==> src/rtl/pmp_chk_pkg.sv <==
package pmp_chk_pkg;

    localparam int PERM_W = 3;

    typedef logic [PERM_W-1:0] perm_t;   // bit0 read, bit1 write, bit2 execute

    typedef struct packed {
        logic  valid;
        perm_t allow;
        logic  grant;
    } rsp_state_t;

    localparam perm_t P_NONE = 3'b000;
    localparam perm_t P_R    = 3'b001;
    localparam perm_t P_RW   = 3'b011;
    localparam perm_t P_X    = 3'b100;
    localparam perm_t P_RX   = 3'b101;
    localparam perm_t P_RWX  = 3'b111;

    // Lockdown table, index = {lock, read, write, execute}
    function automatic perm_t lockdown_perm(input logic [3:0] idx, input logic mmode);
        perm_t res;
        res = P_NONE;
        if (mmode) begin
            case (idx)
                4'd2, 4'd3, 4'd14: res = P_RW;
                4'd9, 4'd10:       res = P_X;
                4'd11, 4'd13:      res = P_RX;
                4'd12, 4'd15:      res = P_R;
                default:           res = P_NONE;
            endcase
        end else begin
            case (idx)
                4'd1, 4'd10, 4'd11: res = P_X;
                4'd2, 4'd4, 4'd15:  res = P_R;
                4'd3, 4'd6:         res = P_RW;
                4'd5:               res = P_RX;
                4'd7:               res = P_RWX;
                default:            res = P_NONE;
            endcase
        end
        return res;
    endfunction

endpackage

==> src/rtl/pmp_entry_cmp.sv <==
module pmp_entry_cmp #(
    parameter int AW = 34
) (
    input  logic [AW-1:0] first_addr,
    input  logic [AW-1:0] last_addr,
    input  logic [AW-1:0] lo,
    input  logic [AW-1:0] hi,
    input  logic [1:0]    mode,
    output logic          full,
    output logic          partial
);
    logic active;
    logic first_in;
    logic last_in;

    always_comb begin
        active   = (mode != 2'b00);
        first_in = (first_addr >= lo) && (first_addr <= hi);
        last_in  = (last_addr >= lo) && (last_addr <= hi);
        full     = active && first_in && last_in;
        partial  = active && (first_in ^ last_in);
    end
endmodule

==> src/rtl/pmp_priority_pick.sv <==
module pmp_priority_pick #(
    parameter int N_ENT = 16
) (
    input  logic               clk,
    input  logic               rst_n,
    input  logic [N_ENT-1:0]   full,
    input  logic [N_ENT-1:0]   partial,
    input  logic [N_ENT*8-1:0] cfg,
    input  logic [N_ENT-1:0]   lock,
    output logic               any_hit,
    output logic               sel_partial,
    output logic [7:0]         sel_cfg,
    output logic               sel_lock
);
    logic [N_ENT-1:0] hit;
    logic [N_ENT-1:0] sel_oh;

    always_comb begin
        logic seen;
        hit         = full | partial;
        seen        = 1'b0;
        sel_oh      = '0;
        sel_partial = 1'b0;
        sel_cfg     = '0;
        sel_lock    = 1'b0;
        for (int i = 0; i < N_ENT; i++) begin
            sel_oh[i] = hit[i] && !seen;
            seen      = seen | hit[i];
            if (sel_oh[i]) begin
                sel_partial = partial[i];
                sel_cfg     = cfg[i*8 +: 8];
                sel_lock    = lock[i];
            end
        end
        any_hit = seen;
    end

    // at most one entry decides
    assert_single_winner_R1: assert property (@(posedge clk) disable iff (!rst_n)
        $onehot0(sel_oh));

    // a hit anywhere yields a winner
    assert_hit_has_winner_R1: assert property (@(posedge clk) disable iff (!rst_n)
        (|hit) |-> (sel_oh != '0));
endmodule

==> src/rtl/pmp_perm_rule.sv <==
module pmp_perm_rule
    import pmp_chk_pkg::*;
(
    input  logic [7:0] cfg,
    input  logic       locked,
    input  logic       mml,
    input  logic       mmode,
    output perm_t      allow
);
    logic [3:0] tbl_idx;

    always_comb begin
        tbl_idx = {cfg[7], cfg[0], cfg[1], cfg[2]};
        if (mml) begin
            allow = lockdown_perm(tbl_idx, mmode);
        end else if (mmode && !locked) begin
            allow = P_RWX;
        end else begin
            allow = cfg[2:0];
        end
    end

    // machine mode under lockdown never receives all three permissions
    always_comb begin
        if (mml && mmode) begin
            assert_mml_m_no_rwx_R4: assert (allow != P_RWX);
        end
    end
endmodule

==> src/rtl/pmp_access_check.sv <==
module pmp_access_check
    import pmp_chk_pkg::*;
#(
    parameter int N_ENT = 16,
    parameter int AW    = 34,
    parameter int LW    = 4
) (
    input  logic               clk,
    input  logic               rst_n,
    input  logic               req_valid,
    input  logic [AW-1:0]      req_addr,
    input  logic [LW-1:0]      req_len_m1,
    input  logic [2:0]         req_perm,
    input  logic               req_mmode,
    input  logic [N_ENT*AW-1:0] ent_lo,
    input  logic [N_ENT*AW-1:0] ent_hi,
    input  logic [N_ENT*8-1:0] ent_cfg,
    input  logic [N_ENT-1:0]   ent_lock,
    input  logic               sec_mml,
    input  logic               sec_mmwp,
    output logic               rsp_valid,
    output logic [2:0]         rsp_allow,
    output logic               rsp_grant
);
    localparam int MODE_LSB = 3;

    logic [AW-1:0]    last_addr;
    logic [N_ENT-1:0] ent_full;
    logic [N_ENT-1:0] ent_partial;
    logic             any_hit;
    logic             sel_partial;
    logic [7:0]       sel_cfg;
    logic             sel_lock;
    perm_t            match_allow;
    rsp_state_t       state_d;
    rsp_state_t       state_q;

    assign last_addr = req_addr + AW'(req_len_m1);

    for (genvar g = 0; g < N_ENT; g++) begin : g_ent
        pmp_entry_cmp #(.AW(AW)) i_cmp (
            .first_addr (req_addr),
            .last_addr  (last_addr),
            .lo         (ent_lo[g*AW +: AW]),
            .hi         (ent_hi[g*AW +: AW]),
            .mode       (ent_cfg[g*8+MODE_LSB +: 2]),
            .full       (ent_full[g]),
            .partial    (ent_partial[g])
        );
    end

    pmp_priority_pick #(.N_ENT(N_ENT)) i_pick (
        .clk         (clk),
        .rst_n       (rst_n),
        .full        (ent_full),
        .partial     (ent_partial),
        .cfg         (ent_cfg),
        .lock        (ent_lock),
        .any_hit     (any_hit),
        .sel_partial (sel_partial),
        .sel_cfg     (sel_cfg),
        .sel_lock    (sel_lock)
    );

    pmp_perm_rule i_rule (
        .cfg    (sel_cfg),
        .locked (sel_lock),
        .mml    (sec_mml),
        .mmode  (req_mmode),
        .allow  (match_allow)
    );

    always_comb begin
        state_d       = state_q;
        state_d.valid = req_valid;
        if (req_valid) begin
            if (any_hit && sel_partial) begin
                state_d.allow = P_NONE;
                state_d.grant = 1'b0;
            end else if (any_hit) begin
                state_d.allow = match_allow;
                state_d.grant = ((req_perm & match_allow) == req_perm);
            end else begin
                if (sec_mmwp) begin
                    state_d.allow = P_NONE;
                end else if (sec_mml) begin
                    state_d.allow = (req_mmode && !req_perm[2]) ? P_RW : P_NONE;
                end else begin
                    state_d.allow = req_mmode ? P_RWX : P_NONE;
                end
                state_d.grant = (state_d.allow != P_NONE);
            end
        end
    end

    always_ff @(posedge clk or negedge rst_n) begin
        if (!rst_n) begin
            state_q <= '0;
        end else begin
            state_q <= state_d;
        end
    end

    assign rsp_valid = state_q.valid;
    assign rsp_allow = state_q.allow;
    assign rsp_grant = state_q.grant;

    // response follows request by one cycle
    assert_valid_delay_R9: assert property (@(posedge clk) disable iff (!rst_n)
        req_valid |=> rsp_valid);
    assert_valid_idle_R9: assert property (@(posedge clk) disable iff (!rst_n)
        !req_valid |=> !rsp_valid && $stable(rsp_allow) && $stable(rsp_grant));

    // straddling access is refused
    assert_partial_deny_R2: assert property (@(posedge clk) disable iff (!rst_n)
        (req_valid && any_hit && sel_partial) |=> (rsp_allow == 3'b000) && !rsp_grant);

    // unmatched access under MMWP is refused
    assert_mmwp_deny_R7: assert property (@(posedge clk) disable iff (!rst_n)
        (req_valid && !any_hit && sec_mmwp) |=> (rsp_allow == 3'b000) && !rsp_grant);

    // a grant never covers more than was allowed
    assert_grant_subset_R8: assert property (@(posedge clk) disable iff (!rst_n)
        (rsp_valid && rsp_grant) |-> (($past(req_perm) & rsp_allow) == $past(req_perm)));
endmodule

==> config.mk <==
export PLATFORM = sky130hd
export DESIGN_NAME = pmp_access_check
export DESIGN_NICKNAME = d
export VERILOG_FILES = /design/src/rtl/pmp_chk_pkg.sv /design/src/rtl/pmp_entry_cmp.sv /design/src/rtl/pmp_priority_pick.sv /design/src/rtl/pmp_perm_rule.sv /design/src/rtl/pmp_access_check.sv
export SDC_FILE = /design/constraint.sdc
export NUM_CORES = 2
export LEC_CHECK = 0
export BUFFER_PORTS_ARGS = -buffer_cell sky130_fd_sc_hd__buf_2
export CAP_MARGIN = 20
export CORE_AREA = 2 2 495 497
export DETAILED_ROUTE_END_ITERATION = 8
export DIE_AREA = 0 0 497 499
export MAX_ROUTING_LAYER = met4
export PLACE_DENSITY_LB_ADDON = 0.05
export SLEW_MARGIN = 20
export SYNTH_ARGS = -nofsm -noshare
export SYNTH_HDL_FRONTEND = slang
export SYNTH_SLANG_ARGS = --single-unit
==> constraint.sdc <==
create_clock -name clk -period 0.8 [get_ports clk]
set_input_delay 0.08 -clock clk [delete_from_list [all_inputs] [get_ports clk]]
set_output_delay 0.08 -clock clk [all_outputs]
set_load 0.05 [all_outputs]
==> qor.yml <==
detailed_routing:
  viasPerCell: 5.19
  totalWireLength_um: 430000
  vias: 69416
  postRouteAntennaNets: 0
  route.detailed.drc: 0
  drt_iter0_drc: 5141
  firstDrtPassIters: 6
  routedWlPerCell_um: 32.1
floorplan:
  rows: 181
  die_h_um: 499
  initial_core_util_pct: 22.1
  ios: 1284
  die_w_um: 497
  die-area_um2: 248000
  core_um2: 243000
timing:
  fin_ws_ns: -5.64
  finalCriticalPeriod_ns: 6.44
  final_hold_viol_count: 0
  max_clock_freq_ghz: 0.155
  final-setup-viol-count: 9
  tightest_slew_ns: 0.950
  grt_setup_unrepaired: "yes"
  drv_slew: 0
  fin_skew_ns: 0
  fin_crit_sh_pct: 805
  hold_slack_ns: 0.252
  max-slew-margin-rel_pct: 36.7
clocking:
  cts_tree: "done"
  cts-root-buf: "clkbuf_16"
  cts_buffers: 3
  clock_path_buffers: 2
  htreeDepth: 1
  clkLatencyLatePin_ns: 0.24
  clk_pin_slew_ns: 0.05
  cts.sinks: 5
final_layout:
  nNetsFinal: 13623
  seq_area_um2: 126
  multi_input_area_um2: 51100
  nFillCells: 26077
  layout_commonest_cell: "ha_1"
  drive_gt1_share_pct: 33.1
  postLayoutCellArea_um2: 82000
  layout_common_cells: "ha_1 (2,156), buf_4 (1,694), buf_2 (1,212), inv_1 (1,145), a21oi_1 (702)"
  synthToLayoutAreaGrowth_pct: 53.0
setup_path:
  cp_slowest_stage_delay_ns: 0.53
  slowest_stage: "fa_4"
  cp-start-kind: "primary input"
  cp_max_fo: 5
  rr_worst_depth: 3
  reg2reg_slack_ns: -0.03
  crit_required_ns: 0.95
  rr_endpoint: "rsp_allow[0]"
  setup.worst_path.end_class: "register"
  r2r_start: "rsp_allow[0]"
  arrival_ns: 6.59
  crit_type: "primary input to register"
place:
  hpwl_um: 375000
  place_area_um2: 79600
  globalplace.congestion: 0.996
  portBuffers: 1251
logic_synthesis:
  avgSynthCellArea_um2: 7.57
  synth_edf_count: 0
  synth_area_leaders: "ha_1 (51%), inv_1 (8.0%), a21oi_1 (6.7%)"
  async_reset_ff_share_pct: 100
  ys_seq_area_share_pct: 0.234
  ys.flop_type: "dfrtp_1"
  synthCells: 7072
  synth_area_leader_cell: "ha_1"
  syn-cell-area_um2: 53600
  ys_types: 105
  synth_top_cell_area_share_pct: 50.9
  synth.net_count: 10532
  yosys_warnings: 0
  ys_ff_latch: 5
grt:
  antenna_found_initial: 43
  track_usage_pct: 34.2
  grt_pass1_vias: 69912
  overflow: 0
  grt_max_degree: 34
  grt_pass1_wl_um: 572000
pwr:
  leakagePower_nw: 45.6
  p_clk_share_pct: 1.6
  peakVddDrop_mv: 0.401
  power.share.combinational_pct: 97.8
  power_switching_mw: 34.5
  seqPwrFrac_pct: 0.6
  swShare_pct: 56.6
  p_per_area_nw_per_um2: 745
  total_power_mw: 61.0
  p_int_mw: 26.5
min_path:
  hold_class: "primary input to asynchronous set/reset pin"
status:
  violations: "negative setup slack"
  status: "complete, but fails checks"
run:
  max-cap-violations: 0
## cell type report
class / instances / area share, %
diodes: 15 / 0.0458
clock buffers: 4 / 0.0962
inverters: 1148 / 5.26
multi-input cells: 5911 / 62.3
flip-flops and latches: 5 / 0.154
well taps: 3202 / 4.89
repair buffers: 3094 / 27.2
## critical path: cells and delay by family
kind | cells | cell delay (ns)
AND/OR/NAND/NOR | 11 | 1.76
XOR/XNOR | 1 | 0.17
adder cells (fa/ha/maj) | 3 | 0.99
AO/OA/AOI/OAI | 9 | 1.71
buffers and inverters | 13 | 1.84
## power by group through the flow
stage | Clock [mW] | Combinational, mW | Sequential (mW)
2_1_floorplan | 0 | 23.8 | 0.528
3_3_place_gp | 0 | 56.3 | 0.380
3_5_place_dp | 0 | 56.8 | 0.383
4_1_cts | 0.984 | 59.0 | 0.377
5_1_grt | 0.974 | 64.4 | 0.382
6_report | 0.954 | 59.7 | 0.375
## stage by stage
step,cells,worst slack (ns),TNS (ns),utilization [%]
final,13379,-5.64,-22.96,33.8
after global routing,13376,-5.93,-24.17,33.8
after CTS,13356,-5.57,-22.60,33.7
after detailed placement,13265,-6.93,-26.92,32.8
after global placement,13265,-6.88,-26.81,32.8
after floorplan,7072,-5.28,-20.52,-
## state kept, by name, summed over array words and instances (netlist names)
| name | flops |
|---|---|
| rsp_allow | 3 |
| rsp_grant | 1 |
| rsp_valid | 1 |
## repair_timing
| item | in CTS | in global routing |
|---|---|---|
| endpoints found under the hold margin | 5 | 0 |
| buffers inserted | 89 | 9 |
| pin swaps | 104 | 37 |
| endpoints found under the setup margin | 9 | 9 |
| cloned | 4 | 0 |
| hold buffers | 1 | 0 |
| gates resized for setup | 239 | 23 |
## synthesized netlist by cell type, types with 37 or more instances
cell and number:
ha_1 2180, inv_1 1147, a21oi_1 718, nand2_1 394, nand4_1 393, o21ai_0 356, nor2_1 308, a21o_1 244
nand3_1 206, nor3_1 100, a211oi_1 98, nor2b_1 71, nor4_1 64, o211ai_1 63, and4_1 61, nand2b_1 57
o21a_1 47, a31oi_1 46, a221oi_1 37
## worst max path at each step
stage             startpoint         to  slack, ns  cells after the start
3_5_place_dp     req_addr[8]  rsp_grant      -6.93                     31
2_1_floorplan  req_len_m1[1]  rsp_grant      -5.28                     25
5_1_grt          req_addr[0]  rsp_grant      -5.93                     37
6_report         req_addr[0]  rsp_grant      -5.64                     37
3_3_place_gp     req_addr[8]  rsp_grant      -6.88                     31
4_1_cts          req_addr[1]  rsp_grant      -5.57                     34
## per-layer routing
| metal | routed length, um | GRT usage, % | vias to the layer above |
|---|---|---|---|
| met5 | 0 | - | - |
| met4 | 24100 | 15.7 | 0 |
| met3 | 16300 | 2.01 | 465 |
| met2 | 200000 | 56.9 | 2339 |
| met1 | 189000 | 42.6 | 33770 |
| li1 | - | - | 32842 |
## logic make-up (layout without fill, tap and decap cells)
logic type                 count (synthesis)  in the layout  share of synthesized area, %
AOI/OAI and AO/OA                       1919           1919                          22.6
xor gates and xnor gates                  36             36                         0.589
adders and majority gates               2181           2181                          51.0
buffers and inverters                   1156           4246                          8.12
DFF                                        5              5                         0.234
muxes                                      8              8                         0.152
other                                      0             15                             0
and+or+nand+nor                         1767           1767                          17.3
(Power assumes the default switching activity.)
